<file path="src/rtl/tim_oc_channel.sv">
`timescale 1ns/1ps
module tim_oc_channel #(
  parameter int CNT_W = 16
) (
  input  logic             clk,
  input  logic             rst_n,
  input  logic             wr_en,
  input  logic [2:0]       wr_sel,
  input  logic [31:0]      wr_data,
  input  logic             trig_in,
  output logic             oc_ref,
  output logic             cc_match,
  output logic             upd_evt,
  output logic [CNT_W-1:0] cnt_val
);
  localparam logic [2:0] SEL_CTRL = 3'd0, SEL_CMP = 3'd1, SEL_ARR = 3'd2,
                         SEL_SETUP = 3'd3, SEL_LOAD = 3'd4;
  localparam logic [3:0] M_FROZEN = 4'd0, M_SET = 4'd1, M_CLR = 4'd2, M_TOG = 4'd3,
                         M_LOW = 4'd4, M_HIGH = 4'd5, M_PWM1 = 4'd6, M_PWM2 = 4'd7;

  logic [3:0]       mode_q, mode_prev;
  logic             pe_q, fe_q, cen_q, opm_q, run_q;
  logic [1:0]       dir_q, lock_q;
  logic [CNT_W-1:0] arr_q, cmp_sh, cmp_act, cnt_q;
  logic             t1, t2, t3, lt_q, oc_q, match_q, upd_q, oc_d;
  logic             unused_hi;

  assign unused_hi = ^wr_data[31:17];

  wire wr_ctrl   = wr_en && wr_sel == SEL_CTRL;
  wire wr_load   = wr_en && wr_sel == SEL_LOAD;
  wire locked    = lock_q == 2'b11 && dir_q == 2'b00;
  wire running   = cen_q && (!opm_q || run_q);
  wire upd_c     = running && cnt_q == arr_q;
  wire match_c   = running && cnt_q == cmp_act;
  wire lt        = cnt_q < cmp_act;
  wire trig_edge = t2 && !t3;
  wire is_pwm    = mode_q == M_PWM1 || mode_q == M_PWM2;
  wire pwm_lvl   = (mode_q == M_PWM1) ? lt : !lt;
  wire fast_hit  = fe_q && is_pwm && trig_edge;

  // control word, setup and auto-reload
  always_ff @(posedge clk or negedge rst_n) begin
    if (!rst_n) begin
      mode_q <= M_FROZEN; pe_q <= 1'b0; fe_q <= 1'b0; dir_q <= 2'b00;
      cen_q <= 1'b0; opm_q <= 1'b0; lock_q <= 2'b00; arr_q <= '1;
    end else if (wr_en) begin
      case (wr_sel)
        SEL_CTRL: if (!locked) begin
          mode_q <= {wr_data[16], wr_data[6:4]};
          pe_q   <= wr_data[3];
          fe_q   <= wr_data[2];
          dir_q  <= wr_data[1:0];
        end
        SEL_ARR: arr_q <= wr_data[CNT_W-1:0];
        SEL_SETUP: begin
          cen_q <= wr_data[0];
          opm_q <= wr_data[1];
          if (lock_q == 2'b00) lock_q <= wr_data[3:2];
        end
        default: ;
      endcase
    end
  end

  // compare value with optional shadow
  always_ff @(posedge clk or negedge rst_n) begin
    if (!rst_n) begin
      cmp_sh <= '0; cmp_act <= '0;
    end else if (wr_en && wr_sel == SEL_CMP) begin
      cmp_sh <= wr_data[CNT_W-1:0];
      if (!pe_q) cmp_act <= wr_data[CNT_W-1:0];
      else if (upd_c) cmp_act <= cmp_sh;
    end else if (upd_c && pe_q) begin
      cmp_act <= cmp_sh;
    end
  end

  // trigger synchroniser and counter
  always_ff @(posedge clk or negedge rst_n) begin
    if (!rst_n) begin
      t1 <= 1'b0; t2 <= 1'b0; t3 <= 1'b0;
      cnt_q <= '0; run_q <= 1'b0; upd_q <= 1'b0;
    end else begin
      t1 <= trig_in; t2 <= t1; t3 <= t2;
      upd_q <= upd_c;
      if (wr_load) cnt_q <= wr_data[CNT_W-1:0];
      else if (running) cnt_q <= upd_c ? '0 : cnt_q + 1'b1;
      if (upd_c) run_q <= 1'b0;
      else if (trig_edge && cen_q && opm_q) run_q <= 1'b1;
    end
  end

  always_comb begin
    oc_d = oc_q;
    case (mode_q)
      M_SET:  if (match_c) oc_d = 1'b1;
      M_CLR:  if (match_c) oc_d = 1'b0;
      M_TOG:  if (match_c) oc_d = !oc_q;
      M_LOW:  oc_d = 1'b0;
      M_HIGH: oc_d = 1'b1;
      M_PWM1, M_PWM2: begin
        if (fast_hit) oc_d = (mode_q == M_PWM2);
        else if (mode_prev == M_FROZEN || lt != lt_q) oc_d = pwm_lvl;
      end
      default: ;
    endcase
  end

  always_ff @(posedge clk or negedge rst_n) begin
    if (!rst_n) begin
      oc_q <= 1'b0; match_q <= 1'b0; lt_q <= 1'b0; mode_prev <= M_FROZEN;
    end else begin
      oc_q <= oc_d; match_q <= match_c; lt_q <= lt; mode_prev <= mode_q;
    end
  end

  assign oc_ref   = oc_q;
  assign cc_match = match_q;
  assign upd_evt  = upd_q;
  assign cnt_val  = cnt_q;


  cnt_step_chk: assert property (@(posedge clk) disable iff (!rst_n)
    (running && cnt_q != arr_q && !wr_load) |=> cnt_q == CNT_W'($past(cnt_q) + 1'b1));

  upd_wrap_chk: assert property (@(posedge clk) disable iff (!rst_n)
    upd_q |-> (cnt_q == '0 || $past(wr_load)));

  match_run_chk: assert property (@(posedge clk) disable iff (!rst_n)
    cc_match |-> $past(running));

  frozen_hold_chk: assert property (@(posedge clk) disable iff (!rst_n)
    (mode_q == M_FROZEN) |=> $stable(oc_q));

  force_high_chk: assert property (@(posedge clk) disable iff (!rst_n)
    (mode_q == M_HIGH) |=> oc_q);

  force_low_chk: assert property (@(posedge clk) disable iff (!rst_n)
    (mode_q == M_LOW) |=> !oc_q);

  opm_stop_chk: assert property (@(posedge clk) disable iff (!rst_n)
    upd_c |=> !run_q);

  fast_lvl_chk: assert property (@(posedge clk) disable iff (!rst_n)
    (fe_q && mode_q == M_PWM2 && trig_edge) |=> oc_q);

  lock_hold_chk: assert property (@(posedge clk) disable iff (!rst_n)
    (locked && wr_ctrl) |=> $stable(mode_q));
endmodule

</file>
<file path="config.mk">
export PLATFORM = sky130hd
export DESIGN_NAME = tim_oc_channel
export DESIGN_NICKNAME = d
export VERILOG_FILES = /design/src/rtl/tim_oc_channel.sv
export SDC_FILE = /design/constraint.sdc
export NUM_CORES = 1
export LEC_CHECK = 0
export BUFFER_PORTS_ARGS = -buffer_cell sky130_fd_sc_hd__buf_2
export CAP_MARGIN = 20
export CORE_MARGIN = 2
export CORE_UTILIZATION = 45
export DETAILED_ROUTE_END_ITERATION = 8
export PLACE_DENSITY_LB_ADDON = 0.2
export RECOVER_POWER = 50
export SLEW_MARGIN = 20
export SYNTH_ARGS = -nofsm -noshare
export SYNTH_HDL_FRONTEND = slang
export SYNTH_SLANG_ARGS = --single-unit
export TNS_END_PERCENT = 100
</file>
<file path="constraint.sdc">
create_clock -name clk -period 1.8 [get_ports clk]
set_input_delay 0.18 -clock clk [delete_from_list [all_inputs] [get_ports clk]]
set_output_delay 0.18 -clock clk [all_outputs]
set_load 0.01 [all_outputs]
</file>
==> flow_summary_export.csv <==
group,metric,value,unit
clock_tree,h-tree-depth,3,
finish,fillers,802,
finish,final_nets,609,
clock_tree,cts.sinks,88,
logic_synthesis,synth_top_family_by_area,"simple AND/OR/NAND/NOR gates",
logic_synthesis,synthCells,428,
critical_path,worstSetupEndpoint,"oc_ref",
floorplan,die_w,105,um
grt,grt_max_degree,52,
timing,drv_slew,0,
critical_path,path_max_fanout,4,
logic_synthesis,synthMuxAreaShare,13.4,%
floorplan,rows,36,
critical_path,reg2reg_slack,-0.35,ns
drt,drc,0,
timing,period_share,120,%
critical_path,crit_path_start_kind,"flop",
logic_synthesis,ys_ff_latch,88,
floorplan,die_h,105,um
finish,area.growth.synth_to_final,38.2,%
critical_path,crit_required,2.09,ns
timing,max_freq,464,MHz
critical_path,criticalPathCategory,"flop to flop",
logic_synthesis,syn-num-nets,484,
timing,fin_ws,-0.353,ns
logic_synthesis,synth-simple-area-share,14.3,%
timing,slew_headroom,17.1,%
placement,port_buffers,42,
logic_synthesis,synth.avg_cell_area,10.7,um^2
critical_path,startpoint,"cnt_val[14]",
logic_synthesis,synth_compound_area_share,11.1,%
finish,diodes,0,
critical_path,reg2reg_from,"cnt_val[14]",
grt,overflow,0,
floorplan,dieArea,0.0110,mm^2
floorplan,ios,58,
floorplan,core,0.00982,mm^2
placement,place_congestion,0.902,
timing,rsz0062_at_grt,"true",
grt,grt_use_total,24.2,%
logic_synthesis,ys_warn_count,0,
critical_path,cp-end-kind,"flop",
logic_synthesis,synth-xor-area-share,4.22,%
grt,grt_pass1_wl,20500,um
clock_tree,cts_buffers,9,
drt,drt_iter0_drc,209,
drt,viasPerCell,5.56,
logic_synthesis,async_flop_share,100,%
timing,hold_viol,0,
drt,antenna_left,0,
power_and_ir_drop,p_leak,2.82,nW
logic_synthesis,synthFlopType,"dfrtp_1",
drt,vias,3842,
critical_path,r2r.worst_path.cells,8,
placement,dp_cells,663,
timing,skew,0.0104,ns
logic_synthesis,synth_area,0.00457,mm^2
job,max-cap-violations,0,
timing,setup_violations,33,
clock_tree,clk_latency,0.37,ns
logic_synthesis,synth_fa_ha_area_share,4.66,%
power_and_ir_drop,ir_drop,0.000607,V
drt,wl_per_cell,18.4,um
run_status,violations,"setup timing",
critical_path,regToRegEndpoint,"oc_ref",
timing,period_needed,2.15,ns
clock_tree,cts.reportedPaths.clkPinSlew,0.09,ns
logic_synthesis,synth_sequential_area_ratio,48.6,%
logic_synthesis,synth_enable_flop_cells,0,
finish,drive_gt1_share,50.0,%
finish,fin_cells,691,
timing,fin_hold_ws,0.0450,ns
drt,drt_wl_total,12700,um
floorplan,start_util,46.5,%
timing,worstMarginPinSlew,1.24,ns
run_status,outcome,"finished with violations",
power_and_ir_drop,power_density,1230,mW/mm^2
logic_synthesis,synth_cell_types,55,
placement,dp_hpwl,9150,um
clock_tree,cts_root_buffer,"clkbuf_8",
clock_tree,cts_tree,"done",
critical_path,arrival,2.44,ns
grt,antenna_found_initial,0,
clock_tree,clockBufferDepth,2,
drt,drtPass1Iterations,5,
min_path,hold_path_class,"input pin to flop",
grt,grt_pass1_vias,3886,
## layout by cell type, fill, tap and decap left out, types with 5 or more instances in the layout
cell type  count
buf_2         41
inv_1         23
nand3_1        7
mux2_2        43
a21oi_2        5
buf_4         60
nand2_1       43
ha_4           8
dfrtp_1       58
ha_1           8
buf_6         17
a21oi_1       12
nand4_1       10
dfstp_2       16
xnor2_2        9
nor2_1        17
nor3_1         7
dfrtp_2       14
clkbuf_8      10
o21ai_1       17
xor2_1         6
mux2i_1       13
## power by group
part / leakage, nW / total (mW) / internal, mW / switching, mW
Clock: 0.0993 / 1.38 / 0.678 / 0.702
Sequential: 1.00 / 2.92 / 2.52 / 0.398
Combinational: 1.72 / 3.46 / 1.81 / 1.65
## synthesized netlist by cell type, types with 10 or more instances
library cell   n  area [um^2]
xnor2_1       15          131
nor3_1        10         50.1
a21oi_1       18         90.1
nand4_1       10         62.6
o21ai_0       24          120
inv_1         24         90.1
ha_1          17          213
nor2_1        19         71.3
mux2i_1       13          130
dfrtp_1       72         1800
dfstp_2       16          420
nand2_1       45          169
mux2_2        43          484
## worst min-delay path by stage
stage	startpoint	end	depth (start not counted)
floorplan	rst_n	cc_match	0
detailed placement	rst_n	mode_q[3]	2
global route	wr_data[16]	mode_q[3]	2
global placement	rst_n	mode_q[3]	2
finish	wr_data[16]	mode_q[3]	2
CTS	wr_data[16]	mode_q[3]	2
## metrics by stage
step / total power, mW / worst slack [ns] / util [%] / cell area (um^2) / setup TNS (ns)
global route: 8.21 / -0.447 / 64.3 / 6310 / -7.49
finish: 7.75 / -0.353 / 64.3 / 6310 / -3.14
detailed placement: 5.78 / -0.357 / 57.5 / 5650 / -4.94
global placement: 5.67 / -0.289 / 57.5 / 5650 / -3.93
CTS: 7.65 / -0.322 / 63.7 / 6250 / -2.52
floorplan: 4.39 / -0.117 / - / 4710 / -0.373
## timing repair
| item | in CTS | in global routing |
|---|---|---|
| pin swaps | 42 | 8 |
| hold buffers | 2 | 0 |
| resized for setup | 74 | 18 |
| hold endpoints to repair | 73 | 0 |
| endpoints found under the setup margin | 33 | 35 |
| buffers inserted | 9 | 2 |
## cell type report
type,instances,area [um^2],share of cell area (%)
sequential,88,2240,35.5
clock buffer,11,141,2.24
timing repair buffer,129,963,15.3
clock inverter,5,56.3,0.892
multi-input combinational,301,2660,42.1
tap,133,166,2.64
inverter,24,90.1,1.43
## state kept, by name, indices dropped and copies added, names as in the netlist, 2 cells and up
name	count
arr_q	16
cmp_act	16
cmp_sh	16
cnt_val	16
mode_prev	4
mode_q	4
dir_q	2
lock_q	2
## critical path, stage by stage (launching register included)
cell and delay [ns]:
dfrtp_2 0.45, ha_4 0.29, nand4_1 0.11, buf_6 0.16, nor4_4 0.25, and3_4 0.24, o211ai_1 0.12, o31a_1 0.29
a41oi_2 0.16
## per-layer routing
layer  global-route usage [%]  part of all wire [%]  vias to the layer above
met5                        0                     0                        -
met4                     10.7                   3.1                        0
met3                     2.87                   4.1                       29
met2                     38.5                    48                      119
met1                     33.4                    45                     1907
li1                         -                     -                     1787
## cell families (layout without fill, tap and decap cells)
family / after synthesis / count (layout)
flops: 88 / 88
compound gates: 80 / 80
xor+xnor: 22 / 22
buf+inv: 39 / 169
fa+ha+maj: 17 / 17
simple gates: 126 / 126
mux: 56 / 56
Power figures use the tool's default switching activity.
